## src/rtl/alu8_pkg.sv

```systemverilog
package alu8_pkg;
   localparam int MODE_W = 4;

   typedef enum logic [MODE_W-1:0] {
      OP_ADD = 4'd0,
      OP_SUB = 4'd1,
      OP_AND = 4'd2,
      OP_OR  = 4'd3,
      OP_NOT = 4'd4,
      OP_XOR = 4'd5,
      OP_SHL = 4'd6,
      OP_SHR = 4'd7,
      OP_ROL = 4'd8,
      OP_ROR = 4'd9
   } alu_op_e;
endpackage

```

## src/rtl/alu8_addsub.sv

```systemverilog
module alu8_addsub #(
   parameter int W = 8
) (
   input  logic [W-1:0] a,
   input  logic [W-1:0] b,
   input  logic         sub,
   output logic [W-1:0] sum,
   output logic         cout
);
   logic [W:0] ext;

   // The extra top bit holds the carry of an add or the borrow of a subtract.
   always_comb begin
      if (sub) ext = {1'b0, a} - {1'b0, b};
      else     ext = {1'b0, a} + {1'b0, b};
   end

   assign sum  = ext[W-1:0];
   assign cout = ext[W];
endmodule

```

## src/rtl/alu8_shifter.sv

```systemverilog
module alu8_shifter #(
   parameter int W = 8
) (
   input  logic [W-1:0] val,
   input  logic [W-1:0] amt,
   input  logic         left,
   input  logic         rotate,
   output logic [W-1:0] out
);
   localparam int CNT_W = $clog2(W);

   if (W < 2 || W != (1 << CNT_W)) begin : g_bad_width
      $error("alu8_shifter: W must be a power of two, at least 2");
   end

   logic [W-1:0] stage [0:CNT_W];
   assign stage[0] = val;

   for (genvar s = 0; s < CNT_W; s++) begin : g_stage
      localparam int K = 1 << s;
      logic [W-1:0] l_sh, l_rot, r_sh, r_rot;
      assign l_sh  = {stage[s][W-1-K:0], {K{1'b0}}};
      assign l_rot = {stage[s][W-1-K:0], stage[s][W-1:W-K]};
      assign r_sh  = {{K{1'b0}}, stage[s][W-1:K]};
      assign r_rot = {stage[s][K-1:0], stage[s][W-1:K]};
      assign stage[s+1] = !amt[s] ? stage[s] :
                          left    ? (rotate ? l_rot : l_sh) :
                                    (rotate ? r_rot : r_sh);
   end

   // Count bits above the stage range: rotates wrap, shifts empty out.
   logic over;
   assign over = |amt[W-1:CNT_W];
   assign out  = (over && !rotate) ? '0 : stage[CNT_W];
endmodule

```

## src/rtl/alu8_state_reg.sv

```systemverilog
module alu8_state_reg #(
   parameter int W = 8
) (
   input  logic         clk,
   input  logic         rst,
   input  logic         load,
   input  logic [W-1:0] d_res,
   input  logic         d_carry,
   output logic [W-1:0] q_res,
   output logic         q_carry,
   output logic         q_zero
);
   always_ff @(posedge clk) begin
      if (rst) begin
         q_res   <= '0;
         q_carry <= 1'b0;
         q_zero  <= 1'b0;
      end else if (load) begin
         q_res   <= d_res;
         q_carry <= d_carry;
         q_zero  <= (d_res == '0);
      end
   end
endmodule

```

## src/rtl/alu8_unit.sv

```systemverilog
module alu8_unit
   import alu8_pkg::*;
#(
   parameter int DATA_W = 8
) (
   input  logic              clk,
   input  logic              rst,
   input  logic [DATA_W-1:0] op_a,
   input  logic [DATA_W-1:0] op_b,
   input  logic [MODE_W-1:0] mode,
   input  logic              load,
   output logic [DATA_W-1:0] result,
   output logic              carry,
   output logic              zero
);
   alu_op_e op;
   assign op = alu_op_e'(mode);

   logic [DATA_W-1:0] as_sum, sh_out, n_res;
   logic              as_cout, n_carry;

   alu8_addsub #(.W(DATA_W)) u_addsub (
      .a(op_a), .b(op_b), .sub(op == OP_SUB), .sum(as_sum), .cout(as_cout)
   );

   alu8_shifter #(.W(DATA_W)) u_shift (
      .val(op_a), .amt(op_b),
      .left(op == OP_SHL || op == OP_ROL),
      .rotate(op == OP_ROL || op == OP_ROR),
      .out(sh_out)
   );

   always_comb begin
      n_carry = 1'b0;
      case (op)
         OP_ADD, OP_SUB: begin
            n_res   = as_sum;
            n_carry = as_cout;
         end
         OP_AND: n_res = op_a & op_b;
         OP_OR:  n_res = op_a | op_b;
         OP_XOR: n_res = op_a ^ op_b;
         OP_NOT: n_res = ~op_a;
         OP_SHL, OP_SHR, OP_ROL, OP_ROR: n_res = sh_out;
         default: n_res = '0;
      endcase
   end

   alu8_state_reg #(.W(DATA_W)) u_state (
      .clk(clk), .rst(rst), .load(load),
      .d_res(n_res), .d_carry(n_carry),
      .q_res(result), .q_carry(carry), .q_zero(zero)
   );

   // without a strobe, nothing moves
   a_r2_hold: assert property (@(posedge clk) disable iff (rst)
      !load |=> ($stable(result) && $stable(carry) && $stable(zero)));
   // nine-bit sum lands in carry and result
   a_r3_add_carry: assert property (@(posedge clk) disable iff (rst)
      (load && mode == 4'd0) |=> ({carry, result} == {1'b0, $past(op_a)} + {1'b0, $past(op_b)}));
   // borrow flag on subtract
   a_r4_borrow: assert property (@(posedge clk) disable iff (rst)
      (load && mode == 4'd1) |=> (carry == ($past(op_a) < $past(op_b))));
   // complement of the first operand
   a_r6_not: assert property (@(posedge clk) disable iff (rst)
      (load && mode == 4'd4) |=> (result == DATA_W'(~$past(op_a))));
   // every non-arithmetic mode clears carry
   a_r5_carry_clear: assert property (@(posedge clk) disable iff (rst)
      (load && mode > 4'd1) |=> !carry);
   // zero flag agrees with the loaded value
   a_r11_zero: assert property (@(posedge clk) disable iff (rst)
      load |=> (zero == (result == '0)));
endmodule

```

## config.mk

```make
export PLATFORM = sky130hd
export DESIGN_NAME = alu8_unit
export DESIGN_NICKNAME = d
export VERILOG_FILES = /design/src/rtl/alu8_pkg.sv /design/src/rtl/alu8_addsub.sv /design/src/rtl/alu8_shifter.sv /design/src/rtl/alu8_state_reg.sv /design/src/rtl/alu8_unit.sv
export SDC_FILE = /design/constraint.sdc
export NUM_CORES = 1
export LEC_CHECK = 0
export BUFFER_PORTS_ARGS = -buffer_cell sky130_fd_sc_hd__buf_4
export CORE_MARGIN = 4
export CORE_UTILIZATION = 45
export CTS_BUF_LIST = sky130_fd_sc_hd__clkbuf_2
export DETAILED_ROUTE_END_ITERATION = 10
export HOLD_SLACK_MARGIN = 0.15
export SLEW_MARGIN = 10
export SYNTH_ARGS = -nofsm -noshare
export SYNTH_HDL_FRONTEND = slang
export SYNTH_HIERARCHICAL = 1
export SYNTH_SLANG_ARGS = --single-unit
export TNS_END_PERCENT = 30
```

## constraint.sdc

```tcl
create_clock -name clk -period 4.75 [get_ports clk]
set_input_delay 0.95 -clock clk [delete_from_list [all_inputs] [get_ports clk]]
set_output_delay 0.95 -clock clk [all_outputs]
set_load 0.02 [all_outputs]
```

==> qor.csv <==
metric,value,unit
status,completed,
share of post-route cells with drive strength above 1,19.2,%
"Hold Vio Cnt, Final",0,
Final ANT Viol Nets,0,
nets,384,
largest net degree at the start of global routing,37,
peak supply drop,0.0733,mV
number of distinct library cells after synthesis,73,
Max Root-Sink Buffers,2,
Std-Cell Rows,26,
post-synthesis sequential element count,10,
Num CTS Buffers,3,
Die Footprint,6740,sq um
fill count,542,
post-route setup slack,0.692,ns
Worst Setup End Kind,flip-flop,
core area,5200,sq um
Post CTS Setup Buffer Count,0,
final setup vio count,0,
P_leak,1.23,nW
drc violations,0,
Synth-to-Final Area Change,8.71,%
clock skew,0,ns
CTS tree,built,
clock slew at reported path FFs,0.10,ns
Post-synth EDFFs,0,
register area share after synthesis,8.10,%
Crit Path Class,in2reg,
die extent in y,82.1,um
HP Start,u_state/q_res[6],
"Slew Viols, Final",0,
fin cells,403,
CP max stage cell,fa_1,
global-route wire length before repair,10.7,mm
Root Buffer Master,clkbuf_2,
pwr/cell area,147,nW/um^2
Worst EP required,4.95,ns
worst r2r src,u_state/q_zero,
CTS Sinks,10,
TritonRoute pass-1 iters,4,
port bufs,32,
# H-tree levels,1,
Post-CTS Hold Fix Bufs,0,
worst stage delay on the critical path,0.47,ns
"most used cell, CP",mux2_2,
Critical Path AT,4.26,ns
Post-Syn Area,2470,sq um
Mapped Nets,364,
crit path launch,mode[1],
Max Fclk,246,MHz
WL/cell,16.4,um
GRT Residual Overflow,0,
starting density of the core,47.5,%
Slew headroom,67.7,%
I/O Pins,33,
unrepaired setup endpoints after global routing,no,
DP Worst Slack,0.441,ns
Worst-Skew Late Latency,0.24,ns
GP Congestion,0.892,
via density per instance,5.78,
"Core Util, Final",51.6,%
sum of negative setup slack,0,ns
die width,82.1,um
final period utilization,85.4,%
HP Class,reg2reg,
via count,2331,
antenna diode instance count,0,
Max Cap Viol,0,
"Primary FF master, synth",dfxtp_1,
syn avg cell area,7.84,sq um
initial antenna violation count,0,
Worst Tran Pin Value,0.484,ns
crit path max fanout,20,
DRT Wirelength,6.61,mm
Post-Synthesis Cells,315,
startpoint types,input port,
CP Cell Sequence,buf_4 -> nor3_1 -> and2_1 -> mux2_2 -> fa_1 -> nor2b_4 -> o2111ai_2 -> nand3b_1 -> xor2_1 -> mux2_2 -> a22oi_1 -> o221ai_1 -> nor4_2 -> a41o_1,
post-cts gate resize count,0,
Final Critical Period,4.06,ns
total global routing track utilization,20.2,%
HPWL after detailed placement,5.06,mm
placed cells,400,
vias in the first global route,2119,
Iteration-0 DRC Markers,177,
yosys warns,6,
Async SR Flop Fraction,0,%
state kept, by name (all words and copies together), names as in the netlist:
name / cells
u_state/q_carry: 1
u_state/q_res: 8
u_state/q_zero: 1
synth_stat cells (all sizes together), types with 3 or more instances:
cell type / n / share of area (%)
nand3b: 5 / 1.5
nand3: 3 / 0.61
clkbuf: 4 / 0.61
a2bb2oi: 3 / 1.1
o221ai: 7 / 2.5
inv: 35 / 5.3
o22ai: 7 / 1.8
nand2b: 11 / 3.2
buf: 17 / 5.9
nor3b: 5 / 1.5
nand2: 14 / 2.1
a31oi: 6 / 1.8
o21ai: 8 / 1.6
and3: 3 / 0.76
xnor2: 9 / 3.2
xor2: 3 / 1.1
mux2i: 20 / 8.1
a21o: 3 / 0.91
mux2: 4 / 1.8
and2: 3 / 0.76
nor2b: 5 / 1.7
nor3: 7 / 2.1
nand4: 4 / 1.0
a22oi: 8 / 2.4
dfxtp: 10 / 8.1
ha: 25 / 13
nor2: 28 / 4.3
o32ai: 4 / 1.7
a21oi: 15 / 3.0
cells by family (layout without fill, tap and decap cells):
family	Yosys count	in the layout	share of synthesized area, %
multiplexers	26	26	11.7
XOR/XNOR	12	12	4.25
AND/OR/NAND/NOR	100	100	24.3
flip-flops	10	10	8.10
adder cells (fa/ha/maj)	26	26	13.5
AO/OA/AOI/OAI	85	85	26.3
buffers and inverters	56	74	11.8
final timing paths:
kind	to	slack (ns)	depth (start not counted)
worst min register to register	u_state/q_res[6]	0.51	2
worst max register to register	u_state/q_zero	4.01	2
worst min-delay path	u_state/q_res[6]	0.51	2
worst max-delay path	u_state/q_zero	0.69	14
stage by stage:
step	power [mW]	area, sq um	hold WS [ns]
after global placement	0.351	2670	0.476
final	0.396	2690	0.506
after detailed placement	0.350	2670	0.487
after CTS	0.397	2690	0.516
after global routing	0.432	2690	0.545
after floorplan	0.282	2470	0.582
where the power goes:
| group | leakage [nW] | internal (mW) | switching [mW] |
|---|---|---|---|
| Combinational | 1.14 | 0.115 | 0.145 |
| Sequential | 0.0814 | 0.0885 | 0.00235 |
| Clock | 0.0125 | 0.0172 | 0.0279 |
metal layers:
| layer | global-route usage (%) | share of wire [%] |
|---|---|---|
| met5 | 0 | 0 |
| met4 | 1.33 | 0 |
| met3 | 1.95 | 3.5 |
| met2 | 32.6 | 46 |
| met1 | 30.0 | 50 |
cell type report:
cell class	instances	area [sq um]	share of cell area [%]
timing repair buffer	36	270	10.1
clock buffer	3	15.0	0.559
multi-input combinational	249	1980	73.8
sequential	10	200	7.45
tap	70	87.6	3.26
inverter	35	131	4.89
critical path, delay by kind of cell:
family | cells | cell delay [ns]
XOR/XNOR | 1 | 0.07
AO/OA/AOI/OAI | 4 | 0.63
adder cells (fa/ha/maj) | 1 | 0.47
buffers and inverters | 1 | 0.18
multiplexers | 2 | 0.66
AND/OR/NAND/NOR | 5 | 1.28
layout by cell type, fill, tap and decap left out, types with 2 or more instances in the layout:
cell	netlist	layout
a2111oi_0	2	2
a211oi_1	2	2
a21o_1	3	3
a21oi_1	15	14
a22oi_1	8	8
a2bb2oi_1	3	3
a31oi_1	5	5
and2_1	3	3
and3_1	3	3
and3b_1	2	2
buf_4	2	36
clkbuf_2	0	3
dfxtp_1	10	10
ha_1	25	25
inv_1	34	34
mux2_2	4	4
mux2i_1	20	20
mux4_2	2	2
nand2_1	14	14
nand2b_1	9	9
nand3_1	3	3
nand3b_1	5	5
nand4_1	4	4
nor2_1	28	28
nor2b_1	3	3
nor3_1	5	5
nor3b_1	5	5
nor4_2	2	2
o21a_1	2	2
o21ai_0	7	7
o221ai_1	7	7
o22ai_1	7	7
o32ai_1	3	3
or3b_1	2	2
xnor2_1	9	9
xor2_1	3	3
(Power assumes the default switching activity.)
